### src/rtl/tx_dma_pkg.sv
package tx_dma_pkg;
  typedef enum logic [2:0] {
    S_IDLE,
    S_RD_BUF,
    S_RD_SIZE,
    S_RD_NEXT,
    S_FETCH,
    S_STREAM,
    S_WB
  } state_e;
endpackage

### src/rtl/tx_dma_unpack.sv
module tx_dma_unpack #(
  parameter int DW     = 32,
  parameter int LANE_W = $clog2(DW / 8)
) (
  input  logic              clk_i,
  input  logic              rst_ni,
  input  logic              load_i,
  input  logic [DW-1:0]     word_i,
  input  logic [LANE_W-1:0] lane_i,
  output logic [7:0]        byte_o
);
  logic [DW-1:0] word_q;

  always_ff @(posedge clk_i or negedge rst_ni) begin
    if (!rst_ni)     word_q <= '0;
    else if (load_i) word_q <= word_i;
  end

  // little-endian lane select
  assign byte_o = word_q[8*lane_i +: 8];
endmodule

### src/rtl/tx_dma_route.sv
module tx_dma_route (
  input  logic       clk_i,
  input  logic       rst_ni,
  input  logic       sel_lb_i,
  input  logic       in_valid_i,
  input  logic [7:0] in_data_i,
  input  logic       in_last_i,
  output logic       in_ready_o,
  output logic       line_valid_o,
  output logic [7:0] line_data_o,
  output logic       line_last_o,
  input  logic       line_ready_i,
  output logic       lb_valid_o,
  output logic [7:0] lb_data_o,
  output logic       lb_last_o,
  input  logic       lb_ready_i
);
  assign line_valid_o = in_valid_i && !sel_lb_i;
  assign lb_valid_o   = in_valid_i &&  sel_lb_i;
  assign line_data_o  = in_data_i;
  assign lb_data_o    = in_data_i;
  assign line_last_o  = in_last_i && !sel_lb_i;
  assign lb_last_o    = in_last_i &&  sel_lb_i;
  assign in_ready_o   = sel_lb_i ? lb_ready_i : line_ready_i;

  p_one_path_r8: assert property (@(posedge clk_i) disable iff (!rst_ni)
    !(line_valid_o && lb_valid_o));
  p_line_hold_r10: assert property (@(posedge clk_i) disable iff (!rst_ni)
    line_valid_o && !line_ready_i |=> line_valid_o && $stable(line_data_o) && $stable(line_last_o));
  p_lb_hold_r10: assert property (@(posedge clk_i) disable iff (!rst_ni)
    lb_valid_o && !lb_ready_i |=> lb_valid_o && $stable(lb_data_o) && $stable(lb_last_o));
endmodule

### src/rtl/tx_dma.sv
module tx_dma
  import tx_dma_pkg::*;
#(
  parameter int AW        = 32,
  parameter int DW        = 32,
  parameter int LEN_W     = 11,
  parameter int EMPTY_BIT = 31
) (
  input  logic          clk_i,
  input  logic          rst_ni,
  input  logic          cfg_tx_en_i,
  input  logic          cfg_loopback_i,
  input  logic          ctl_we_i,
  input  logic          ctl_en_i,
  input  logic          base_we_i,
  input  logic [AW-1:0] base_wdata_i,
  output logic          enable_o,
  output logic          mem_valid_o,
  output logic          mem_write_o,
  output logic [AW-1:0] mem_addr_o,
  output logic [DW-1:0] mem_wdata_o,
  input  logic          mem_ready_i,
  input  logic [DW-1:0] mem_rdata_i,
  output logic          line_valid_o,
  output logic [7:0]    line_data_o,
  output logic          line_last_o,
  input  logic          line_ready_i,
  output logic          lb_valid_o,
  output logic [7:0]    lb_data_o,
  output logic          lb_last_o,
  input  logic          lb_ready_i,
  output logic          sent_o,
  output logic          underrun_o
);
  localparam int BW     = DW / 8;
  localparam int LANE_W = $clog2(BW);

  state_e           state_q;
  logic [AW-1:0]    base_q, cur_q, buf_q, next_q;
  logic [DW-1:0]    size_q;
  logic [LEN_W-1:0] rem_q;
  logic             en_q, lb_q, sent_q, und_q;
  logic             mem_hs, s_valid, s_ready, s_last, s_hs;
  logic [7:0]       s_data;

  assign mem_valid_o = (state_q != S_IDLE) && (state_q != S_STREAM);
  assign mem_write_o = (state_q == S_WB);
  assign mem_wdata_o = size_q | (DW'(1) << EMPTY_BIT);
  assign mem_hs      = mem_valid_o && mem_ready_i;

  always_comb begin
    case (state_q)
      S_RD_BUF:        mem_addr_o = cur_q;
      S_RD_SIZE, S_WB: mem_addr_o = cur_q + AW'(BW);
      S_RD_NEXT:       mem_addr_o = cur_q + AW'(2 * BW);
      S_FETCH:         mem_addr_o = {buf_q[AW-1:LANE_W], {LANE_W{1'b0}}};
      default:         mem_addr_o = '0;
    endcase
  end

  assign s_valid = (state_q == S_STREAM);
  assign s_last  = (rem_q == LEN_W'(1));
  assign s_hs    = s_valid && s_ready;

  always_ff @(posedge clk_i or negedge rst_ni) begin
    if (!rst_ni) begin
      state_q <= S_IDLE;
      base_q  <= '0;
      cur_q   <= '0;
      buf_q   <= '0;
      next_q  <= '0;
      size_q  <= '0;
      rem_q   <= '0;
      en_q    <= 1'b0;
      lb_q    <= 1'b0;
      sent_q  <= 1'b0;
      und_q   <= 1'b0;
    end else begin
      sent_q <= 1'b0;
      und_q  <= 1'b0;
      if (base_we_i) base_q <= {base_wdata_i[AW-1:LANE_W], {LANE_W{1'b0}}};
      case (state_q)
        S_IDLE: if (ctl_we_i) begin
          en_q <= ctl_en_i;
          if (ctl_en_i && cfg_tx_en_i) begin
            cur_q   <= base_q;
            state_q <= S_RD_BUF;
          end
        end
        S_RD_BUF: if (mem_hs) begin
          buf_q   <= AW'(mem_rdata_i);
          state_q <= S_RD_SIZE;
        end
        S_RD_SIZE: if (mem_hs) begin
          size_q <= mem_rdata_i;
          rem_q  <= mem_rdata_i[LEN_W-1:0];
          if (mem_rdata_i[EMPTY_BIT]) begin
            en_q    <= 1'b0;
            und_q   <= 1'b1;
            state_q <= S_IDLE;
          end else begin
            state_q <= S_RD_NEXT;
          end
        end
        S_RD_NEXT: if (mem_hs) begin
          next_q  <= {mem_rdata_i[AW-1:LANE_W], {LANE_W{1'b0}}};
          lb_q    <= cfg_loopback_i;
          state_q <= (rem_q == '0) ? S_WB : S_FETCH;
        end
        S_FETCH: if (mem_hs) state_q <= S_STREAM;
        S_STREAM: if (s_hs) begin
          buf_q <= buf_q + AW'(1);
          rem_q <= rem_q - LEN_W'(1);
          if (s_last) state_q <= S_WB;
          else if (buf_q[LANE_W-1:0] == LANE_W'(BW - 1)) state_q <= S_FETCH;
        end
        S_WB: if (mem_hs) begin
          sent_q  <= 1'b1;
          cur_q   <= next_q;
          state_q <= S_RD_BUF;
        end
        default: state_q <= S_IDLE;
      endcase
    end
  end

  assign enable_o   = en_q;
  assign sent_o     = sent_q;
  assign underrun_o = und_q;

  tx_dma_unpack #(.DW(DW), .LANE_W(LANE_W)) u_unpack (
    .clk_i  (clk_i),
    .rst_ni (rst_ni),
    .load_i (state_q == S_FETCH && mem_hs),
    .word_i (mem_rdata_i),
    .lane_i (buf_q[LANE_W-1:0]),
    .byte_o (s_data)
  );

  tx_dma_route u_route (
    .clk_i        (clk_i),
    .rst_ni       (rst_ni),
    .sel_lb_i     (lb_q),
    .in_valid_i   (s_valid),
    .in_data_i    (s_data),
    .in_last_i    (s_last),
    .in_ready_o   (s_ready),
    .line_valid_o (line_valid_o),
    .line_data_o  (line_data_o),
    .line_last_o  (line_last_o),
    .line_ready_i (line_ready_i),
    .lb_valid_o   (lb_valid_o),
    .lb_data_o    (lb_data_o),
    .lb_last_o    (lb_last_o),
    .lb_ready_i   (lb_ready_i)
  );

  p_mem_hold_r10: assert property (@(posedge clk_i) disable iff (!rst_ni)
    mem_valid_o && !mem_ready_i |=> mem_valid_o && $stable(mem_addr_o)
      && $stable(mem_write_o) && $stable(mem_wdata_o));
  p_mem_aligned_r2: assert property (@(posedge clk_i) disable iff (!rst_ni)
    mem_valid_o |-> mem_addr_o[LANE_W-1:0] == '0);
  p_walk_needs_en_r1: assert property (@(posedge clk_i) disable iff (!rst_ni)
    mem_valid_o |-> enable_o);
  p_underrun_clears_en_r4: assert property (@(posedge clk_i) disable iff (!rst_ni)
    underrun_o |-> !enable_o);
  p_events_excl_r7: assert property (@(posedge clk_i) disable iff (!rst_ni)
    !(sent_o && underrun_o));
  p_no_bytes_when_idle_r4: assert property (@(posedge clk_i) disable iff (!rst_ni)
    !enable_o |-> !line_valid_o && !lb_valid_o);
endmodule

### config.mk
export PLATFORM = sky130hd
export DESIGN_NAME = tx_dma
export DESIGN_NICKNAME = d
export VERILOG_FILES = /design/src/rtl/tx_dma_pkg.sv /design/src/rtl/tx_dma_unpack.sv /design/src/rtl/tx_dma_route.sv /design/src/rtl/tx_dma.sv
export SDC_FILE = /design/constraint.sdc
export NUM_CORES = 1
export LEC_CHECK = 0
export BUFFER_PORTS_ARGS = -buffer_cell sky130_fd_sc_hd__buf_2
export CORE_MARGIN = 3
export CORE_UTILIZATION = 58
export DETAILED_ROUTE_END_ITERATION = 16
export PLACE_DENSITY = 0.81
export SETUP_SLACK_MARGIN = 0.02
export SLEW_MARGIN = 15
export SYNTH_ARGS = -nofsm -noshare
export SYNTH_HDL_FRONTEND = slang
export SYNTH_SLANG_ARGS = --single-unit
### constraint.sdc
create_clock -name clk_i -period 2.2 [get_ports clk_i]
set_clock_uncertainty 0.1 [all_clocks]
set_input_delay 0.11 -clock clk_i [delete_from_list [all_inputs] [get_ports clk_i]]
set_output_delay 0.11 -clock clk_i [all_outputs]
set_load 0.02 [all_outputs]
Word level (Yosys, flattened, before mapping)

Index checks and enable logic that the tools add are counted.

Add/subtract/negate cells: 4
Multipliers: 0
Div/mod/pow operators: 0
Magnitude comparators: 0
Equality and inequality tests: 19
Shifts and indexed selects: 1
Multiplexer cells: 34
Bitwise logic cells: 0
Reductions and logical operators: 25

Operators by type and width:

| operator                                            | number |
|---|---|
| 2-to-1 mux 32 bit                                   | 5 |
| one-hot mux 32 bit (2 select lines)                 | 2 |
| one-hot mux 32 bit (4 select lines)                 | 1 |
| adder 32 x 1 -> 32 bit (second input constant)      | 1 |
| adder 32 x 3 -> 32 bit (second input constant)      | 1 |
| adder 32 x 4 -> 32 bit (second input constant)      | 1 |
| variable part select 32 x 6 -> 8 bit                | 1 |
| 2-to-1 mux 3 bit                                    | 10 |
| 2-to-1 mux 11 bit                                   | 2 |
| one-hot mux 11 bit (2 select lines)                 | 1 |
| one-hot mux 3 bit (7 select lines)                  | 1 |
| != test 2 bit (second input constant)               | 7 |
| == test 11 x 1 -> 1 bit (second input constant)     | 1 |
| logical NOT 11 bit                                  | 1 |
| subtractor 11 x 1 -> 11 bit (second input constant) | 1 |
| == test 3 bit (second input constant)               | 3 |
| logical AND 1 bit                                   | 9 |
| 2-to-1 mux 1 bit                                    | 9 |
| AND reduction 9 bit                                 | 1 |
| AND reduction 4 bit                                 | 2 |
| nonzero test 2 bit                                  | 4 |
| == test 3 x 2 -> 1 bit (second input constant)      | 2 |
| AND reduction 3 bit                                 | 2 |
| 2-to-1 mux 2 bit                                    | 2 |
| 11 further kinds                                    | 13 |

Register bits: 205
Bits in latches: 0
RAM bits: 0
Bits in read-only memories: 0
Input port bits: 74
Output and inout port bits: 89
Logic and storage cells: 95
Memories: 0

Depth between registers and ports, before layout

Depth in word-level cells: 5
Mapped depth: 8
Depth with buffers taken out: 7

Modules after synthesis

Synthesis repeated with hierarchy kept, for this count alone.

Cells, all modules: 1080
Area, all modules: 11128.2 um2

By module, submodules not included:

| module        | instances | cells each | area each (um2) | seq. area each (um2) |
|---|---|---|---|---|
| tx_dma        | 1         | 981        | 9549.2          | 4279.1 |
| tx_dma_unpack | 1         | 78         | 1411.4          | 800.8 |
| tx_dma_route  | 1         | 21         | 167.7           | 0.0 |

Least setup slack after synthesis

No wires, ideal clock.

Kind: flip-flop to output port
Start: register cur_q[4]
End: output mem_addr_o[21]
Arrival time: 2055 ps
Required time: 1990 ps
Setup slack: -65 ps
Stages on the path, launching flop included: 6
Buffers on the path: 0
Cell sequence: dfrtp_1 ha_1 nand3_1 nor3b_1 a31oi_1 o32ai_1

Word-level cells in the longest chain between the ends: 2
Elaborated cells on any way between the ends: 3
Those cells by class: add/sub: 2; mux: 1

Ends and longest elaborated chain:

| element                                                                 | RTL line                   | text |
|---|---|---|
| from (decl)                                                             | tx_dma.sv:39               | `logic [AW-1:0] base_q, cur_q, buf_q, next_q;` |
| from (signal assigned)                                                  | tx_dma.sv:86               | `cur_q <= base_q;` |
| from (signal assigned)                                                  | tx_dma.sv:119              | `cur_q <= next_q;` |
| adder 32 x 4 -> 32 bit / adder 32 x 3 -> 32 bit (equally long branches) | tx_dma.sv:55, tx_dma.sv:54 |  |
| one-hot mux 32 bit (4 select lines) *                                   | tx_dma.sv:52               | `case (state_q)` |
| to (decl)                                                               | tx_dma.sv:20               | `output logic [AW-1:0] mem_addr_o,` |

Every way passes the cells marked *; elsewhere a longest branch is shown, timed or not.

Worst setup path in the final report

Start: register cur_q[18]
End: output mem_addr_o[30]

Same word-level chain as after synthesis.

==> impl_results.md <==
* Area leader, netlist: dfrtp_1
* Logic pwr share at 53.4%
* Die height at 144 um
* Die area at 20700 um2
* CP most frequent cell: buf_4
* VDD IR-drop max at 1.25 mV
* DRC at 0
* Failing checks: negative setup slack
* Crit path DAT at 2370 ps
* H-tree Lvls at 1
* F_max at 387 MHz
* Ys flop type: dfrtp_1
* PwrDens at 1490 nW/um2
* Total GRT Usage at 39.9%
* Synth Cell Area at 11000 um2
* Outcome: finished with violations
* First DRT Iteration DRCs at 1622
* Register bit total from synthesis at 203
* TritonCTS clock tree: done
* Critical path type: reg -> out
* Share of layout cells above drive strength 1 at 44.8%
* Synth area leaders: dfrtp_1 (46%), mux2_2 (13%), o21ai_0 (3.7%), nand2_1 (3.5%), mux2i_1 (3.2%)
* Dpl hpwl at 26.4 mm
* Vias post-DR at 11300
* Global route overflow at 0
* Gpl congestion at 0.974
* First drt pass iteration count at 6
* Global-route wire length before repair at 62.7 mm
* Period utilization at 117%
* WP buf/inv at 4
* Post-synthesis sequential area ratio at 46.1%
* Top-level I/O count at 163
* Nets at 1510
* Post-synth top area share at 46.1%
* CP delay by family, top: buffers and inverters
* Max-slew violations at 0
* Port bufs at 157
* RSZ-0062 raised after global routing: yes
* Hold Violations, Final at 0
* Worst-Margin Slew at 823 ps
* Largest net degree at the start of global routing at 66
* Async S/R FF share, synth at 100%
* Critical Path RT at 1990 ps
* Tot Pwr at 23.4 mW
* Crit path capture: mem_addr_o[30]
* Max Cap Viol at 0
* P_leak at 6.85 nW
* Chip Width at 144 um
* Initial antenna violation count at 2
* Clock power share at 16.1%
* Rows at 49
* Core ar. at 18300 um2
* Worst Setup SP: cur_q[18]$_DFFE_PN0P_
* Synth top cells by count: dfrtp_1 (203), mux2_2 (123), nand2_1 (103)
* Clk slew on worst S/H paths at 60 ps
* Int Pwr at 13.2 mW
* Worst path slowest cell: dfrtp_1
* Synth Instances at 1073
* Slew margin rel. at 44.9%
* Critical path depth at 9
* Critical path endpoint category: output port
* CP Max Fanout at 4
* ANT nets after route at 0
* Worst setup SP type: flop
* Via density at 6.79
* CTS sink cnt at 203
* R2R setup slack at -10 ps
* Hold Path Class: in -> reg
* Num CTS Buffers at 22
* DR WL/cell at 26.7 um
* Starting density of the core at 60.1%
* Latest clock arrival within the worst-skew pair at 520 ps
* Post-synth EDFFs at 0
* Switching share of power at 43.7%
* R2r startpoint: state_q[1]$_DFFE_PN0P_
* Final Setup Violations at 32
* Worst R2R End: buf_q[27]$_DFFE_PN0P_
* Crit path cell chain: buf_4 -> nand4_1 -> buf_4 -> nor4_4 -> buf_4 -> nand2_2 -> xnor2_1 -> o211ai_1 -> buf_4
* Final core occ at 85.8%
* Tmin final at 2580 ps
* Net Switching at 10.2 mW
* Routed wire length at 44.7 mm
* Seq pwr share at 30.5%
* Synthesized area per cell at 10.3 um2
* R2R cell count at 8
* Syn. warnings at 0
* CTS Buffer Depth at 3
* Top-count cell post-synth: dfrtp_1
* Vias in the first global route at 10700
* Synth cell types at 75
* Max stage delay on crit path at 420 ps
* CTS Root Buffer Type: clkbuf_16
* Setup ws final at -385 ps
* Fillcell total at 889
* P&R area growth vs syn at 42.7%
## worst min-delay path: cells and delay by family
kind | cells | cell delay, ps
simple gates | 1 | 160
buf+inv | 2 | 200
compound gates | 1 | 150
## worst min-delay path by stage
stage / from / cells past startpoint / slack [ps] / end
finish: ctl_we_i / 4 / 40 / enable_o$_DFFE_PN0P_
global route: ctl_we_i / 4 / 60 / enable_o$_DFFE_PN0P_
CTS: ctl_we_i / 4 / 20 / enable_o$_DFFE_PN0P_
detailed placement: rst_ni / 1 / 60 / base_q[26]$_DFFE_PN0P_
global placement: rst_ni / 1 / 40 / base_q[26]$_DFFE_PN0P_
floorplan: rst_ni / 0 / -290 / base_q[10]$_DFFE_PN0P_
## cell usage in the layout, fill, tap and decap left out, types with 7 or more instances in the layout
cell type	n
a21oi_1	50
a21oi_2	8
a22oi_1	15
a2bb2oi_1	8
a31oi_1	9
and2_1	7
and3_1	10
buf_12	14
buf_2	126
buf_4	159
buf_6	45
clkbuf_16	23
dfrtp_1	183
dfrtp_2	20
dlygate4sd3_1	66
inv_1	13
mux2_2	123
mux2i_1	32
mux4_2	8
nand2_1	97
nand3_1	19
nand4_1	29
nor2_1	48
nor3_1	7
nor4_4	8
o211ai_1	9
o21ai_0	67
o21ai_1	11
o22a_1	8
o22ai_1	21
xnor2_1	7
xor2_1	7
## cell type report
cell class / instances / area (um2) / share of cell area, %
repair buffers: 418 / 3430 / 21.8
clock inverters: 8 / 103 / 0.652
flip-flops and latches: 203 / 5100 / 32.5
diodes: 1 / 2.50 / 0.0159
clock buffers: 27 / 611 / 3.88
well taps: 229 / 287 / 1.82
multi-input cells: 769 / 6130 / 39.0
inverters: 16 / 65.1 / 0.414
## routing by layer
| layer | track usage [%] | wire [um] |
|---|---|---|
| met5 | 0 | 24 |
| met4 | 17.0 | 2340 |
| met3 | 9.48 | 5860 |
| met2 | 62.4 | 20300 |
| met1 | 53.6 | 16200 |
## cells by family after synthesis
family          count (synthesis)  synth area share [%]
simple gates                  311                  14.9
fa+ha+maj                       6                 0.681
compound gates                263                  15.1
flops                         203                  46.1
buf+inv                       105                  4.41
mux                           167                  17.5
other cells                     2                0.0681
xor+xnor                       16                  1.27
## registers in the layout, summed over array words and instances (netlist names)
| signal | count |
|---|---|
| rem_q | 11 |
| cur_q | 30 |
| u_unpack.word_q | 32 |
| enable_o | 1 |
| sent_o | 1 |
| buf_q | 32 |
| next_q | 30 |
| size_q | 31 |
| lb_q | 1 |
| base_q | 30 |
| state_q | 3 |
| underrun_o | 1 |
## metrics by stage
stage	setup TNS (ps)	area, um2	std cells	worst slack (ps)	hold slack [ps]
2_1_floorplan	0	11000	1074	38.5	-286
3_3_place_gp	0	12800	1492	19.1	44.6
3_5_place_dp	-1530	12800	1492	-90.4	59.6
4_1_cts	-6250	14800	1623	-393	21.9
5_1_grt	-8900	15700	1670	-431	57.2
6_report	-7270	15700	1671	-385	41.7
## repair_timing
item / in CTS / in global routing
buffers inserted: 28 / 46
hold buffers: 66 / 0
hold endpoints to repair: 289 / 0
gates resized for setup: 111 / 133
pin swaps: 33 / 54
endpoints found under the setup margin: 63 / 61
cloned: 3 / 3
## power by group through the flow
| stage | Combinational (mW) | Sequential [mW] | Clock (mW) |
|---|---|---|---|
| final | 12.5 | 7.13 | 3.78 |
| after global placement | 9.56 | 6.75 | 0 |
| after floorplan | 6.11 | 6.66 | 0 |
| after detailed placement | 9.78 | 6.85 | 0 |
| after global routing | 13.1 | 7.24 | 3.94 |
| after CTS | 10.8 | 6.84 | 3.75 |
Note: power is estimated with default switching activity, not from simulation.
